[src/rtl/bfs_pkg.sv]
package bfs_pkg;
  // indices of the fixed-run faults
  localparam int FIX_OVP    = 0;
  localparam int FIX_LEDOC  = 1;
  localparam int FIX_HARDOC = 2;
  localparam int FIX_COUNT  = 3;

  typedef enum logic [1:0] {
    ST_IDLE  = 2'd0,
    ST_RUN   = 2'd1,
    ST_LATCH = 2'd2
  } supState_t;

  // strobes from control to datapath
  typedef struct packed {
    logic holdClear;
    logic tickEn;
    logic fbQualEn;
  } bfsStrobe_t;
endpackage

[src/rtl/bfs_datapath.sv]
module bfs_datapath
  import bfs_pkg::*;
#(
  parameter int RUN_LEN  = 4,
  parameter int CP_LIMIT = 8
) (
  input  logic                 clk,
  input  logic                 rstN,
  input  bfsStrobe_t           strobe,
  input  logic [FIX_COUNT-1:0] fixFlags,
  input  logic                 fbMaxFlag,
  input  logic                 pwmIn,
  output logic [FIX_COUNT-1:0] fixTrip,
  output logic                 fbTrip
);
  localparam int CW = $clog2(RUN_LEN + 1);
  localparam int TW = $clog2(CP_LIMIT + 1);

  // fixed-run fault counters, one per flag
  for (genvar i = 0; i < FIX_COUNT; i++) begin : g_fix
    logic [CW-1:0] runCnt;

    always_ff @(posedge clk or negedge rstN) begin
      if (!rstN) begin
        runCnt <= '0;
      end else if (strobe.holdClear) begin
        runCnt <= '0;
      end else if (strobe.tickEn) begin
        if (!fixFlags[i])                  runCnt <= '0;
        else if (runCnt != CW'(RUN_LEN))   runCnt <= runCnt + CW'(1);
      end
    end

    assign fixTrip[i] = (runCnt == CW'(RUN_LEN));

    assert_run_bound_R2: assert property (@(posedge clk) disable iff (!rstN)
      runCnt <= CW'(RUN_LEN));

    // a clean tick clears the run
    assert_run_clear_R5: assert property (@(posedge clk) disable iff (!rstN)
      (strobe.tickEn && !fixFlags[i]) |=> (runCnt == '0));
  end

  // feedback-at-maximum: qualification run, then secondary timer
  logic [CW-1:0] qualCnt;
  logic [TW-1:0] cpTimer;
  logic          timerOn;
  logic          qualNow;

  assign qualNow = strobe.fbQualEn && fbMaxFlag && pwmIn;

  always_ff @(posedge clk or negedge rstN) begin
    if (!rstN) begin
      qualCnt <= '0;
      cpTimer <= '0;
      timerOn <= 1'b0;
    end else if (strobe.holdClear) begin
      qualCnt <= '0;
      cpTimer <= '0;
      timerOn <= 1'b0;
    end else if (strobe.tickEn) begin
      if (timerOn) begin
        if (!fbMaxFlag) begin
          timerOn <= 1'b0;
          cpTimer <= '0;
          qualCnt <= '0;
        end else if (cpTimer != TW'(CP_LIMIT)) begin
          cpTimer <= cpTimer + TW'(1);
        end
      end else if (qualNow) begin
        qualCnt <= qualCnt + CW'(1);
        if (qualCnt == CW'(RUN_LEN - 1)) timerOn <= 1'b1;
      end else begin
        qualCnt <= '0;
      end
    end
  end

  assign fbTrip = timerOn && (cpTimer == TW'(CP_LIMIT));

  assert_timer_bound_R7: assert property (@(posedge clk) disable iff (!rstN)
    cpTimer <= TW'(CP_LIMIT));

  // no timer start without a qualifying tick
  assert_fb_gated_R6: assert property (@(posedge clk) disable iff (!rstN)
    (!timerOn && !(strobe.tickEn && qualNow)) |=> !timerOn);

  // hold keeps the timer stopped
  assert_hold_clear_R11: assert property (@(posedge clk) disable iff (!rstN)
    strobe.holdClear |=> (!timerOn && cpTimer == '0));
endmodule

[src/rtl/bfs_control.sv]
module bfs_control
  import bfs_pkg::*;
(
  input  logic                 clk,
  input  logic                 rstN,
  input  logic                 stbIn,
  input  logic                 uvloStart,
  input  logic                 uvloStop,
  input  logic                 pwmIn,
  input  logic                 cycleTick,
  input  logic                 ssDone,
  input  logic                 ovpFlag,
  input  logic [FIX_COUNT-1:0] fixTrip,
  input  logic                 fbTrip,
  output bfsStrobe_t           strobe,
  output logic                 gateEn,
  output logic                 dimForceLow,
  output logic                 faultLatched,
  output logic                 failN
);
  logic      supplyOk;
  supState_t state, stateNext;
  logic      anyTrip;

  // supply hysteresis from separate start/stop flags
  always_ff @(posedge clk or negedge rstN) begin
    if (!rstN)          supplyOk <= 1'b0;
    else if (uvloStop)  supplyOk <= 1'b0;
    else if (uvloStart) supplyOk <= 1'b1;
  end

  assign anyTrip = (|fixTrip) || fbTrip;

  always_comb begin
    stateNext = state;
    if (!stbIn) begin
      stateNext = ST_IDLE;
    end else begin
      unique case (state)
        ST_IDLE:  if (supplyOk) stateNext = ST_RUN;
        ST_RUN: begin
          if (anyTrip)        stateNext = ST_LATCH;
          else if (!supplyOk) stateNext = ST_IDLE;
        end
        ST_LATCH: stateNext = ST_LATCH;
        default:  stateNext = ST_IDLE;
      endcase
    end
  end

  always_ff @(posedge clk or negedge rstN) begin
    if (!rstN) state <= ST_IDLE;
    else       state <= stateNext;
  end

  assign strobe.holdClear = (state != ST_RUN);
  assign strobe.tickEn    = cycleTick;
  assign strobe.fbQualEn  = ssDone;

  assign gateEn       = (state == ST_RUN) && pwmIn && !ovpFlag;
  assign dimForceLow  = (state != ST_RUN) || ovpFlag;
  assign faultLatched = (state == ST_LATCH);
  assign failN        = !faultLatched;

  assert_ovp_blocks_R1: assert property (@(posedge clk) disable iff (!rstN)
    ovpFlag |-> (!gateEn && dimForceLow));

  assert_latched_outputs_R8: assert property (@(posedge clk) disable iff (!rstN)
    faultLatched |-> (!gateEn && dimForceLow && !failN));

  assert_latch_sticky_R9: assert property (@(posedge clk) disable iff (!rstN)
    (faultLatched && stbIn) |=> faultLatched);

  assert_stb_clears_R9: assert property (@(posedge clk) disable iff (!rstN)
    !stbIn |=> !faultLatched);

  assert_stop_halts_R10: assert property (@(posedge clk) disable iff (!rstN)
    (uvloStop && !faultLatched) |=> ##1 !gateEn);
endmodule

[src/rtl/boost_fault_supervisor.sv]
module boost_fault_supervisor
  import bfs_pkg::*;
#(
  parameter int RUN_LEN  = 4,
  parameter int CP_LIMIT = 8
) (
  input  logic clk,
  input  logic rstN,
  input  logic stbIn,
  input  logic uvloStart,
  input  logic uvloStop,
  input  logic pwmIn,
  input  logic cycleTick,
  input  logic ssDone,
  input  logic ovpFlag,
  input  logic ledOcFlag,
  input  logic hardOcFlag,
  input  logic fbMaxFlag,
  output logic gateEn,
  output logic dimForceLow,
  output logic faultLatched,
  output logic failN
);
  bfsStrobe_t           strobe;
  logic [FIX_COUNT-1:0] fixFlags;
  logic [FIX_COUNT-1:0] fixTrip;
  logic                 fbTrip;

  always_comb begin
    fixFlags             = '0;
    fixFlags[FIX_OVP]    = ovpFlag;
    fixFlags[FIX_LEDOC]  = ledOcFlag;
    fixFlags[FIX_HARDOC] = hardOcFlag;
  end

  bfs_control u_control (
    .clk          (clk),
    .rstN         (rstN),
    .stbIn        (stbIn),
    .uvloStart    (uvloStart),
    .uvloStop     (uvloStop),
    .pwmIn        (pwmIn),
    .cycleTick    (cycleTick),
    .ssDone       (ssDone),
    .ovpFlag      (ovpFlag),
    .fixTrip      (fixTrip),
    .fbTrip       (fbTrip),
    .strobe       (strobe),
    .gateEn       (gateEn),
    .dimForceLow  (dimForceLow),
    .faultLatched (faultLatched),
    .failN        (failN)
  );

  bfs_datapath #(
    .RUN_LEN  (RUN_LEN),
    .CP_LIMIT (CP_LIMIT)
  ) u_datapath (
    .clk       (clk),
    .rstN      (rstN),
    .strobe    (strobe),
    .fixFlags  (fixFlags),
    .fbMaxFlag (fbMaxFlag),
    .pwmIn     (pwmIn),
    .fixTrip   (fixTrip),
    .fbTrip    (fbTrip)
  );
endmodule

[config.mk]
export PLATFORM = sky130hd
export DESIGN_NAME = boost_fault_supervisor
export DESIGN_NICKNAME = d
export VERILOG_FILES = /design/src/rtl/bfs_pkg.sv /design/src/rtl/bfs_datapath.sv /design/src/rtl/bfs_control.sv /design/src/rtl/boost_fault_supervisor.sv
export SDC_FILE = /design/constraint.sdc
export NUM_CORES = 1
export LEC_CHECK = 0
export BUFFER_PORTS_ARGS = -buffer_cell sky130_fd_sc_hd__clkbuf_2
export CAP_MARGIN = 10
export CORE_ASPECT_RATIO = 0.75
export CORE_MARGIN = 2
export CORE_UTILIZATION = 50
export CTS_BUF_LIST = sky130_fd_sc_hd__clkbuf_2 sky130_fd_sc_hd__clkbuf_4 sky130_fd_sc_hd__clkbuf_8
export DETAILED_ROUTE_END_ITERATION = 7
export PLACE_DENSITY = 0.72
export SYNTH_ARGS = -nofsm -noshare
export SYNTH_HDL_FRONTEND = slang
export SYNTH_SLANG_ARGS = --single-unit
[constraint.sdc]
create_clock -name clk -period 3.7 [get_ports clk]
set_input_delay 0.555 -clock clk [delete_from_list [all_inputs] [get_ports clk]]
set_output_delay 0.555 -clock clk [all_outputs]
set_load 0.05 [all_outputs]
==> results.json <==
{
  "p_sw_mw": 0.0983,
  "dieArea_um2": 2910,
  "path_clk_slew_ps": 120,
  "fin_crit_sh_pct": 56.8,
  "power_mw": 0.443,
  "cts_sinks": 20,
  "path_cells": "and2b_2 -> nand2b_1 -> nor2_1 -> clkbuf_2",
  "place_congestion": 0.888,
  "htree_levels": 1,
  "synth_cell_types": 39,
  "coreArea_um2": 2330,
  "r2r-start": "u_datapath.qualCnt[0]",
  "layout_min_cycle_time_ps": 2100,
  "ant_nets": 0,
  "die_w_um": 61.6,
  "grt_pass1_vias": 915,
  "first_iter_violations": 61,
  "status": "finished clean",
  "first_pass_iters": 4,
  "whs_ps": 185,
  "postCtsSetupBuffers": 0,
  "drc": 0,
  "max_stage_delay_ps": 430,
  "crit_path_start_kind": "register",
  "ys_seq_area_share_pct": 40.2,
  "routed_wl_um": 2460,
  "grt_pass1_wl_um": 4100,
  "worst_setup_path_end_kind": "primary output",
  "yosysTopAreaCellShare_pct": 40.2,
  "fillers": 212,
  "max_freq_mhz": 476,
  "worst_pin_slew_ps": 504,
  "multi_input_area_um2": 669,
  "final_cells": 179,
  "final_cell_mix": "20 x dfrtp_1, 15 x clkbuf_2, 12 x inv_1, 12 x nand2_1, 10 x ha_1",
  "portBuffers": 15,
  "placed_area_um2": 1330,
  "viasPerCell": 5.63,
  "path_class": "reg2out",
  "area_delta_synth_final_pct": 11.3,
  "p_comb_share_pct": 9.1,
  "slew_viol_final": 0,
  "yosysTopAreaCell": "dfrtp_1",
  "finalClockSkew_ps": 14.3,
  "cts.path.max_buffers": 2,
  "final_area_um2": 1390,
  "setup_viol": 0,
  "hold_buffers": 0,
  "layout_setup_ws_ps": 1600,
  "cts_tree": "yes",
  "antenna_found_initial": 0,
  "track_usage_pct": 19.3,
  "layout-drive-gt1-share_pct": 16.6,
  "avgRoutedWirePerCell_um": 13.7,
  "startpoint": "u_control.state[1]",
  "final_util_pct": 59.5,
  "setup-tns-final_ps": 0,
  "mostFrequentLayoutCell": "dfrtp_1",
  "cts_resized": 0,
  "hold_viol": 0,
  "ys_ff_latch": 20,
  "critPathArrivalTime_ps": 1550,
  "rows": 15,
  "grt_max_degree": 25,
  "syn_nets": 153,
  "slew_headroom_pct": 66.4,
  "clk_latency_ps": 310,
  "leakagePower_nw": 0.592,
  "crit_slowest_cell": "dfrtp_1",
  "fp.dieH_um": 47.2,
  "placed_cells": 175,
  "vdd_drop_max_v": 0.000345,
  "diodes": 0,
  "maxCapViolCount": 0,
  "place_ws_ps": 1940,
  "start_util_pct": 53.5,
  "io_pins": 16,
  "cts_buffers": 3,
  "synth_area_um2": 1240,
  "cp_max_fo": 11,
  "rsz0062_at_grt": "no",
  "seq_area_um2": 500,
  "synth_area_per_cell_um2": 9.50,
  "num_vias": 1008,
  "ys_warn_count": 0,
  "hold_class": "in2async",
  "nets": 168,
  "grt_overflow": 0,
  "internal_power_mw": 0.345,
  "synth_area_leaders": "dfrtp_1 40%, ha_1 10%, nand4_1 4.0%",
  "crit_required_ps": 3140,
  "pwr_density_cell_nw_per_um2": 320,
  "power.share.clock_pct": 40.2,
  "swShare_pct": 22.2,
  "root_buffer": "clkbuf_4",
  "pwr-share-seq_pct": 50.7,
  "synth_cells": 131,
  "hpwlAfterDp_um": 1850
}
-- Yosys cell counts --
master / instances
a21oi_1: 5
dfrtp_1: 20
o21ai_1: 2
a2bb2oi_1: 1
nand2b_1: 5
or2b_1: 1
a31oi_1: 6
and4_1: 1
buf_6: 1
o2111ai_1: 2
buf_2: 3
nand4_1: 8
a21oi_4: 1
or4_1: 1
o22ai_1: 1
a311oi_1: 1
ha_1: 10
nor2b_1: 1
o21a_1: 1
o21ai_0: 3
a222oi_1: 1
nand3b_1: 5
nor2_1: 3
clkbuf_1: 1
nand4b_1: 1
nor4_1: 1
o211ai_1: 1
inv_1: 12
nand3_1: 5
nor4b_1: 1
or2b_2: 1
and2b_2: 1
nor3_1: 1
a41oi_1: 1
and2_1: 1
a211oi_1: 4
mux2_2: 2
nand2_1: 12
mux2i_1: 3
-- critical path: cells and delay by family, from the launching register on --
| family | cells | cell delay, ps |
|---|---|---|
| DFF | 1 | 430 |
| buffers and inverters | 1 | 280 |
| and+or+nand+nor | 3 | 530 |
-- power by group through the flow --
stage	registers (mW)	logic, mW	clock network (mW)
floorplan	0.228	0.0244	0
global placement	0.229	0.0397	0
detailed placement	0.229	0.0410	0
CTS	0.225	0.0411	0.184
global route	0.225	0.0460	0.194
finish	0.225	0.0404	0.178
-- routing by layer --
layer	GRT usage [%]	wire length (um)	part of all wire (%)
met3	4.96	112	4.6
met4	2.98	16	0.65
met5	0	0	0
met1	28.0	1190	48
met2	30.1	1140	46
-- worst paths after layout --
kind / to / slack (ps) / cells past startpoint
max: gateEn / 1600 / 4
min: u_datapath.g_fix[1].runCnt[0] / 190 / 1
max reg2reg: u_datapath.qualCnt[2] / 2100 / 4
min reg2reg: u_control.state[0] / 490 / 1
max in group asynchronous: u_datapath.cpTimer[3] / 3160 / 1
min in group clk: u_control.supplyOk / 390 / 2
-- flip-flops by register name (all words and copies together) (netlist names) --
signal                   count
u_datapath.qualCnt           3
u_datapath.cpTimer           4
u_control.supplyOk           1
u_control.state              2
u_datapath.g_fix.runCnt      9
u_datapath.timerOn           1
-- final cells by class --
cell class                      instances  share of cell area, %
Tap cell                               34                   3.07
Sequential cell                        20                   36.1
Timing Repair Buffer                   15                   5.42
Clock buffer                            3                   1.63
Multi-Input combinational cell         94                   48.3
Clock inverter                          1                   2.17
Inverter                               12                   3.25
-- cell families (layout without fill, tap and decap cells) --
family | Yosys count | count (layout) | share of synthesized area, %
buffers and inverters | 17 | 31 | 6.03
adder cells (fa/ha/maj) | 10 | 10 | 10.1
multiplexers | 5 | 5 | 4.22
AND/OR/NAND/NOR | 49 | 49 | 22.7
flip-flops | 20 | 20 | 40.2
AO/OA/AOI/OAI | 30 | 30 | 16.8
No activity file was read; power rests on OpenSTA's default activity.
